`src/rtl/jobpool_pkg.sv`:
```
package jobpool_pkg;

    // alarm code width and the "no alarm" value
    localparam int ALARM_W = 11;
    localparam logic [ALARM_W-1:0] ALARM_NONE = '0;

    // default exhaustion codes for the two pools
    localparam int DEF_SCR_ALARM = 1202;
    localparam int DEF_CTX_ALARM = 1201;

    // width of a counter that must hold 0..n
    function automatic int cnt_bits(input int n);
        return $clog2(n + 1);
    endfunction

    // width of an index that must hold 0..n-1
    function automatic int idx_bits(input int n);
        return (n > 1) ? $clog2(n) : 1;
    endfunction

endpackage

```
`src/rtl/jobpool_slot_pool.sv`:
```
module jobpool_slot_pool
    import jobpool_pkg::*;
#(
    parameter int N      = 5,
    parameter int WORDS  = 44,
    parameter int ADDR_W = 12,
    parameter logic [ADDR_W-1:0] BASE = '0,
    localparam int IW = idx_bits(N),
    localparam int CW = cnt_bits(N)
) (
    input  logic              clk,
    input  logic              rst_n,
    input  logic              rel_valid,
    input  logic [IW-1:0]     rel_idx,
    input  logic              take,
    input  logic              hwm_clear,
    output logic              avail,
    output logic [IW-1:0]     pick_idx,
    output logic [ADDR_W-1:0] pick_base,
    output logic              rel_bad,
    output logic [CW-1:0]     free_cnt,
    output logic [CW-1:0]     hwm
);

    typedef struct packed {
        logic [N-1:0]  busy;
        logic [CW-1:0] free;
        logic [CW-1:0] hwm;
    } pool_st_t;

    pool_st_t     st_q, st_d;
    logic [N-1:0] busy_rel;
    logic         hit;
    logic [CW-1:0] used_n;

    always_comb begin
        // releases are applied before any take
        busy_rel = st_q.busy;
        hit      = 1'b0;
        for (int i = 0; i < N; i++) begin
            if (rel_valid && (rel_idx == IW'(i)) && st_q.busy[i]) begin
                busy_rel[i] = 1'b0;
                hit         = 1'b1;
            end
        end
        rel_bad = rel_valid && !hit;

        // lowest-numbered free slot wins
        avail    = 1'b0;
        pick_idx = '0;
        for (int i = N - 1; i >= 0; i--) begin
            if (!busy_rel[i]) begin
                avail    = 1'b1;
                pick_idx = IW'(i);
            end
        end
        pick_base = BASE + ADDR_W'(WORDS * int'(pick_idx));

        st_d      = st_q;
        st_d.busy = busy_rel;
        for (int i = 0; i < N; i++) begin
            if (take && avail && (pick_idx == IW'(i))) begin
                st_d.busy[i] = 1'b1;
            end
        end

        used_n = '0;
        for (int i = 0; i < N; i++) begin
            used_n = used_n + CW'(st_d.busy[i]);
        end
        st_d.free = CW'(N) - used_n;
        if (hwm_clear || (used_n > st_q.hwm)) begin
            st_d.hwm = used_n;
        end
    end

    always_ff @(posedge clk) begin
        if (!rst_n) begin
            st_q.busy <= '0;
            st_q.free <= CW'(N);
            st_q.hwm  <= '0;
        end else begin
            st_q <= st_d;
        end
    end

    assign free_cnt = st_q.free;
    assign hwm      = st_q.hwm;

    // a take is only ever requested when this pool has room
    assert_take_has_room_R7: assert property (@(posedge clk) disable iff (!rst_n)
        take |-> avail);

    // the mark never lies below the current use
    assert_hwm_covers_use_R10: assert property (@(posedge clk) disable iff (!rst_n)
        (CW'(N) - free_cnt) <= hwm);

    assert_free_bounded_R10: assert property (@(posedge clk) disable iff (!rst_n)
        free_cnt <= CW'(N));

    // a bad release with no take leaves the pool as it was
    assert_bad_release_inert_R9: assert property (@(posedge clk) disable iff (!rst_n)
        (rel_bad && !take) |=> (free_cnt == $past(free_cnt)));

endmodule

```
`src/rtl/jobpool_decide.sv`:
```
module jobpool_decide
    import jobpool_pkg::*;
#(
    parameter logic [ALARM_W-1:0] SCR_CODE = ALARM_W'(DEF_SCR_ALARM),
    parameter logic [ALARM_W-1:0] CTX_CODE = ALARM_W'(DEF_CTX_ALARM)
) (
    input  logic               req_valid,
    input  logic               need_scr,
    input  logic               need_ctx,
    input  logic               scr_avail,
    input  logic               ctx_avail,
    output logic               grant,
    output logic               take_scr,
    output logic               take_ctx,
    output logic [ALARM_W-1:0] alarm
);

    logic scr_short, ctx_short;

    always_comb begin
        ctx_short = need_ctx && !ctx_avail;
        scr_short = need_scr && !scr_avail;
        grant     = req_valid && !ctx_short && !scr_short;
        take_scr  = grant && need_scr;
        take_ctx  = grant && need_ctx;
        alarm     = ALARM_NONE;
        if (req_valid) begin
            // context pool is examined first
            if (ctx_short) begin
                alarm = CTX_CODE;
            end else if (scr_short) begin
                alarm = SCR_CODE;
            end
        end
    end

endmodule

```
`src/rtl/jobpool_alloc.sv`:
```
module jobpool_alloc
    import jobpool_pkg::*;
#(
    parameter int SCR_N     = 5,
    parameter int SCR_WORDS = 44,
    parameter int CTX_N     = 8,
    parameter int CTX_WORDS = 12,
    parameter int ADDR_W    = 12,
    parameter logic [ADDR_W-1:0] SCRATCH_BASE = ADDR_W'(768),
    parameter logic [ADDR_W-1:0] CTX_BASE     = ADDR_W'(64),
    parameter logic [ALARM_W-1:0] SCR_ALARM   = ALARM_W'(DEF_SCR_ALARM),
    parameter logic [ALARM_W-1:0] CTX_ALARM   = ALARM_W'(DEF_CTX_ALARM),
    localparam int SCR_IW = idx_bits(SCR_N),
    localparam int CTX_IW = idx_bits(CTX_N),
    localparam int SCR_CW = cnt_bits(SCR_N),
    localparam int CTX_CW = cnt_bits(CTX_N)
) (
    input  logic               clk,
    input  logic               rst_n,
    input  logic               req_valid,
    input  logic               req_need_scr,
    input  logic               req_need_ctx,
    input  logic               scr_rel_valid,
    input  logic [SCR_IW-1:0]  scr_rel_idx,
    input  logic               ctx_rel_valid,
    input  logic [CTX_IW-1:0]  ctx_rel_idx,
    input  logic               hwm_clear,
    output logic               rsp_valid,
    output logic               rsp_ok,
    output logic [ALARM_W-1:0] rsp_alarm,
    output logic               rsp_scr_grant,
    output logic [SCR_IW-1:0]  rsp_scr_idx,
    output logic [ADDR_W-1:0]  rsp_scr_base,
    output logic               rsp_ctx_grant,
    output logic [CTX_IW-1:0]  rsp_ctx_idx,
    output logic [ADDR_W-1:0]  rsp_ctx_base,
    output logic [SCR_CW-1:0]  scr_free_cnt,
    output logic [CTX_CW-1:0]  ctx_free_cnt,
    output logic [SCR_CW-1:0]  scr_hwm,
    output logic [CTX_CW-1:0]  ctx_hwm,
    output logic               dfree_err
);

    typedef struct packed {
        logic               valid;
        logic               ok;
        logic [ALARM_W-1:0] alarm;
        logic               scr_g;
        logic [SCR_IW-1:0]  scr_idx;
        logic [ADDR_W-1:0]  scr_base;
        logic               ctx_g;
        logic [CTX_IW-1:0]  ctx_idx;
        logic [ADDR_W-1:0]  ctx_base;
        logic               err;
    } rsp_st_t;

    rsp_st_t r_q, r_d;

    logic               scr_avail, ctx_avail;
    logic [SCR_IW-1:0]  scr_pick;
    logic [CTX_IW-1:0]  ctx_pick;
    logic [ADDR_W-1:0]  scr_pbase, ctx_pbase;
    logic               scr_bad, ctx_bad;
    logic               grant, take_scr, take_ctx;
    logic [ALARM_W-1:0] alarm;

    jobpool_slot_pool #(
        .N(SCR_N), .WORDS(SCR_WORDS), .ADDR_W(ADDR_W), .BASE(SCRATCH_BASE)
    ) u_scr_pool (
        .clk(clk), .rst_n(rst_n),
        .rel_valid(scr_rel_valid), .rel_idx(scr_rel_idx),
        .take(take_scr), .hwm_clear(hwm_clear),
        .avail(scr_avail), .pick_idx(scr_pick), .pick_base(scr_pbase),
        .rel_bad(scr_bad), .free_cnt(scr_free_cnt), .hwm(scr_hwm)
    );

    jobpool_slot_pool #(
        .N(CTX_N), .WORDS(CTX_WORDS), .ADDR_W(ADDR_W), .BASE(CTX_BASE)
    ) u_ctx_pool (
        .clk(clk), .rst_n(rst_n),
        .rel_valid(ctx_rel_valid), .rel_idx(ctx_rel_idx),
        .take(take_ctx), .hwm_clear(hwm_clear),
        .avail(ctx_avail), .pick_idx(ctx_pick), .pick_base(ctx_pbase),
        .rel_bad(ctx_bad), .free_cnt(ctx_free_cnt), .hwm(ctx_hwm)
    );

    jobpool_decide #(
        .SCR_CODE(SCR_ALARM), .CTX_CODE(CTX_ALARM)
    ) u_decide (
        .req_valid(req_valid), .need_scr(req_need_scr), .need_ctx(req_need_ctx),
        .scr_avail(scr_avail), .ctx_avail(ctx_avail),
        .grant(grant), .take_scr(take_scr), .take_ctx(take_ctx), .alarm(alarm)
    );

    always_comb begin
        r_d          = '0;
        r_d.err      = r_q.err || scr_bad || ctx_bad;
        r_d.valid    = req_valid;
        r_d.ok       = grant;
        r_d.alarm    = alarm;
        r_d.scr_g    = take_scr;
        r_d.ctx_g    = take_ctx;
        if (take_scr) begin
            r_d.scr_idx  = scr_pick;
            r_d.scr_base = scr_pbase;
        end
        if (take_ctx) begin
            r_d.ctx_idx  = ctx_pick;
            r_d.ctx_base = ctx_pbase;
        end
    end

    always_ff @(posedge clk) begin
        if (!rst_n) begin
            r_q <= '0;
        end else begin
            r_q <= r_d;
        end
    end

    assign rsp_valid     = r_q.valid;
    assign rsp_ok        = r_q.ok;
    assign rsp_alarm     = r_q.alarm;
    assign rsp_scr_grant = r_q.scr_g;
    assign rsp_scr_idx   = r_q.scr_idx;
    assign rsp_scr_base  = r_q.scr_base;
    assign rsp_ctx_grant = r_q.ctx_g;
    assign rsp_ctx_idx   = r_q.ctx_idx;
    assign rsp_ctx_base  = r_q.ctx_base;
    assign dfree_err     = r_q.err;

    assert_rsp_after_req_R2: assert property (@(posedge clk) disable iff (!rst_n)
        req_valid |=> rsp_valid);

    assert_no_rsp_without_req_R2: assert property (@(posedge clk) disable iff (!rst_n)
        !req_valid |=> !rsp_valid);

    assert_grant_clean_alarm_R4: assert property (@(posedge clk) disable iff (!rst_n)
        (rsp_valid && rsp_ok) |-> (rsp_alarm == ALARM_NONE));

    assert_refusal_coded_R5: assert property (@(posedge clk) disable iff (!rst_n)
        (rsp_valid && !rsp_ok) |-> ((rsp_alarm == SCR_ALARM) || (rsp_alarm == CTX_ALARM)));

    assert_refusal_takes_nothing_R7: assert property (@(posedge clk) disable iff (!rst_n)
        !rsp_ok |-> (!rsp_scr_grant && !rsp_ctx_grant));

    assert_err_sticky_R9: assert property (@(posedge clk) disable iff (!rst_n)
        dfree_err |=> dfree_err);

    assert_scr_grant_lowers_free_R8: assert property (@(posedge clk) disable iff (!rst_n)
        (take_scr && !scr_rel_valid) |=> (scr_free_cnt == $past(scr_free_cnt) - 1'b1));

endmodule

```
`config.mk`:
```
export PLATFORM = sky130hd
export DESIGN_NAME = jobpool_alloc
export DESIGN_NICKNAME = d
export VERILOG_FILES = /design/src/rtl/jobpool_pkg.sv /design/src/rtl/jobpool_slot_pool.sv /design/src/rtl/jobpool_decide.sv /design/src/rtl/jobpool_alloc.sv
export SDC_FILE = /design/constraint.sdc
export NUM_CORES = 1
export LEC_CHECK = 0
export BUFFER_PORTS_ARGS = -buffer_cell sky130_fd_sc_hd__buf_2
export CAP_MARGIN = 20
export CORE_UTILIZATION = 58
export CTS_CLUSTER_DIAMETER = 120
export DETAILED_ROUTE_END_ITERATION = 10
export GPL_TIMING_DRIVEN = 0
export PLACE_DENSITY = 0.95
export SYNTH_ARGS = -nofsm -noshare
export SYNTH_HDL_FRONTEND = slang
export SYNTH_SLANG_ARGS = --single-unit
```
`constraint.sdc`:
```
create_clock -name clk -period 15.8 [get_ports clk]
set_clock_uncertainty 0.15 [all_clocks]
set_input_delay 3.16 -clock clk [delete_from_list [all_inputs] [get_ports clk]]
set_output_delay 3.16 -clock clk [all_outputs]
set_load 0.02 [all_outputs]
```
==> results.py <==
metrics = {
    "synth": {
        "dominantRegCellSynth": "dfxtp_1",
        "yosys.area.top_type": "dfxtp_1",
        "synth_compound_area_frac": 0.1404,
        "synth_top_family_by_area": "simple AND/OR/NAND/NOR gates",
        "synth_area_per_cell_um2": 8.861,
        "yosysMostFrequentCell": "dfxtp_1",
        "ys_seq_elements": 53,
        "synth_async_sr_flop_share": 0,
        "synth_commonest_cells": "dfxtp_1 (53), inv_1 (38), buf_4 (35), nor2_1 (26)",
        "synthAdderAreaFrac": 0.1512,
        "yosysWarnings": 0,
        "netlist_area_um2": 3128,
        "synth_cells": 353,
        "synth_simple_gate_area_frac": 0.1772,
        "synthXorXnorAreaFrac": 0.02200,
        "muxShareOfSynthArea": 0.02680,
        "synth_edf_count": 0,
        "ys_seq_area_frac": 0.3392,
        "synthTopCellsByArea": "dfxtp_1 (34%), ha_1 (10%), buf_4 (8.4%)",
        "synth_top_area_frac": 0.3392,
        "ys_types": 51,
    },
    "worst_setup_path": {
        "cp.depth": 24,
        "path_max_fanout": 10,
        "path_class": "input port to register",
        "crit_end": "u_ctx_pool.hwm[2]",
        "crit_path_end_kind": "register",
        "cp_slowest_cell": "fa_1",
        "path_cells": "buf_2 -> clkbuf_1 -> nand2_1 -> o31ai_1 -> a31oi_1 -> o211ai_1 -> inv_1 -> ha_1 -> and3_1 -> a32o_1 -> ha_1 -> inv_1 -> fa_1 -> fa_1 -> inv_1 -> fa_1 -> inv_1 -> fa_1 -> inv_1 -> ha_1 -> nand2_1 -> or3b_1 -> a31oi_1 -> mux2i_1",
        "reg2reg_to": "u_ctx_pool.hwm[2]",
        "rrSetupSlack_ps": 10190,
        "reg2reg_from": "u_ctx_pool.st_q[14]",
        "worstPathArrival_ps": 8930,
        "cp-startpoint": "ctx_rel_idx[2]",
        "required_ps": 15890,
        "start_kind": "input port",
        "cpMostUsedCell": "inv_1",
        "crit_path_max_incr_delay_ps": 490,
        "reg2reg_depth": 21,
        "path_buf_inv": 7,
        "critPathTopFamily": "adder cells",
    },
    "drt": {
        "dr.pass1.iters": 4,
        "dr.first_iter.drc_count": 181,
        "dr_total_vias": 2644,
        "wl_per_cell_um": 12.60,
        "drc": 0,
        "vias_per_cell": 5.299,
        "wl_um": 6286,
        "ant_nets": 0,
    },
    "hold_path": {
        "worstHoldStart": "u_ctx_pool.hwm[3]",
        "min-delay-path-class": "register to register",
    },
    "sta": {
        "period_share": 0.5592,
        "rsz0062_at_grt": "false",
        "finalMaxSlewViolations": 0,
        "min_period_ps": 8836,
        "tns_ps": 0,
        "setup_violations": 0,
        "fmax_ghz": 0.1132,
        "slew_headroom": 0.5644,
        "final_hold_viol_count": 0,
        "tightestPinTransition_ps": 646.5,
    },
    "pwr": {
        "ir_drop_v": 0.00004371,
        "cellPowerDensity_nw_per_um2": 75.93,
        "switching_share": 0.2923,
        "internal_power_mw": 0.1947,
        "combPwrFrac": 0.232,
        "pwr-share-clk": 0.252,
        "power.switching_mw": 0.08042,
        "leakage_nw": 1.844,
        "sequentialPowerShare": 0.516,
    },
    "global_route": {
        "grt_pass1_vias": 2393,
        "grtUsageTotal": 0.2350,
        "antenna_found_initial": 0,
        "grt_pass1_wl_um": 10160,
        "grt_overflow": 0,
        "grt_max_degree": 15,
    },
    "layout": {
        "diodes": 0,
        "drive_above_1_share": 0.2587,
        "fill_cells": 421,
        "nets": 477,
        "fin_util": 0.7050,
        "syn_to_final_growth_pct": 15.84,
    },
    "die": {
        "core-area_um2": 5140,
        "rows": 26,
        "die_area_um2": 5690,
        "die_h_um": 75.44,
        "dieWidth_um": 75.44,
        "start_util": 0.6086,
        "io_pins": 74,
    },
    "clock_network": {
        "cts.htree.levels": 2,
        "cts_resized": 0,
        "clockRootBuffer": "clkbuf_8",
        "cts_setup_buffers": 0,
        "clk_latency_ps": 300,
        "clockBufferDepth": 2,
        "cts_hold_buf": 0,
        "cts_tree": "built",
        "cts_sinks": 53,
        "clk_pin_slew_worst_paths_ps": 90,
        "cts_made_buffers": 5,
    },
    "run": {
        "maxCapViolations": 0,
    },
    "placement": {
        "place_congestion": 0.8849,
        "hpwl_um": 5068,
        "port_buffers": 57,
    },
    "status": {
        "status": "completed",
    },
}
## flip-flops by register name (all words and copies together) (netlist names), 3 cells and up
signal and flops:
u_ctx_pool.st_q 8, u_scr_pool.free_cnt 3, rsp_alarm 3, u_ctx_pool.hwm 4, rsp_ctx_idx 3, rsp_ctx_base 5, rsp_scr_base 7, rsp_scr_idx 3
u_scr_pool.st_q 5, u_ctx_pool.free_cnt 4, u_scr_pool.hwm 3
## stage by stage
step / hold slack (ps) / setup slack [ps] / power (mW) / cell area [um2] / std cells
3_3_place_gp: 316.3 / 6859 / 0.2045 / 3550 / 493
5_1_grt: 364.5 / 6610 / 0.2895 / 3623 / 499
4_1_cts: 340.0 / 7029 / 0.2765 / 3623 / 499
6_report: 338.6 / 6964 / 0.2751 / 3623 / 499
2_1_floorplan: 298.1 / 7455 / 0.1917 / 3177 / 366
3_5_place_dp: 326.2 / 6722 / 0.2079 / 3550 / 493
## power by group through the flow
| stage | Combinational, mW | Sequential (mW) | Clock, mW |
|---|---|---|---|
| 2_1_floorplan | 0.0463 | 0.145 | 0 |
| 3_3_place_gp | 0.0597 | 0.145 | 0 |
| 3_5_place_dp | 0.0629 | 0.145 | 0 |
| 4_1_cts | 0.0633 | 0.142 | 0.0712 |
| 5_1_grt | 0.0701 | 0.143 | 0.0767 |
| 6_report | 0.0639 | 0.142 | 0.0693 |
## layer usage
| metal | share of wire | track usage |
|---|---|---|
| met5 | 0 | 0 |
| met4 | 0.026 | 0.09671 |
| met3 | 0.060 | 0.04762 |
| met2 | 0.49 | 0.4226 |
| met1 | 0.43 | 0.2722 |
## final cells by class
cell class                      count  area [um2]  share of cell area
Clock buffer                        5       68.82             0.01899
Clock inverter                      1       5.005            0.001381
Inverter                           38       142.6             0.03936
Buffer                             44       301.5             0.08322
Sequential cell                    53        1061              0.2928
Tap cell                           70       87.58             0.02417
Multi-Input combinational cell    231        1672              0.4613
Timing Repair Buffer               57       285.3             0.07873
## worst reg2reg max path, delay by kind of cell, from the launching register on
family,cells,cell delay (ps)
DFF,1,370
and+or+nand+nor,3,680
buffers and inverters,5,460
adders and majority gates,7,2380
AOI/OAI and AO/OA,5,1280
muxes,1,220
## worst min-delay path by stage
| stage | end | slack, ps | cells past startpoint |
|---|---|---|---|
| floorplan | u_ctx_pool.hwm[3] | 300 | 2 |
| global placement | u_ctx_pool.hwm[3] | 320 | 2 |
| detailed placement | u_ctx_pool.hwm[3] | 330 | 2 |
| CTS | u_ctx_pool.hwm[3] | 340 | 2 |
| global route | u_ctx_pool.hwm[3] | 360 | 2 |
| finish | u_ctx_pool.hwm[3] | 340 | 2 |
## cells in the final DEF (no fill, tap or decap), types with 10 or more instances in the layout
cell     synthesis  layout
nor2_1          26      26
nand2_1         25      25
a21oi_1         15      15
conb_1           1      14
ha_1            25      25
inv_1           38      38
buf_4           35      35
dfxtp_1         53      53
nand3_1         10      10
buf_2            4      61
and2_1          13      13
## kinds of logic (layout without fill, tap and decap cells)
group	Yosys count	count (layout)
buffers and inverters	82	145
other	1	14
XOR/XNOR	7	7
AND/OR/NAND/NOR	106	106
AO/OA/AOI/OAI	63	63
adder cells (fa/ha/maj)	33	33
multiplexers	8	8
flip-flops	53	53
Power figures use the tool's default switching activity.
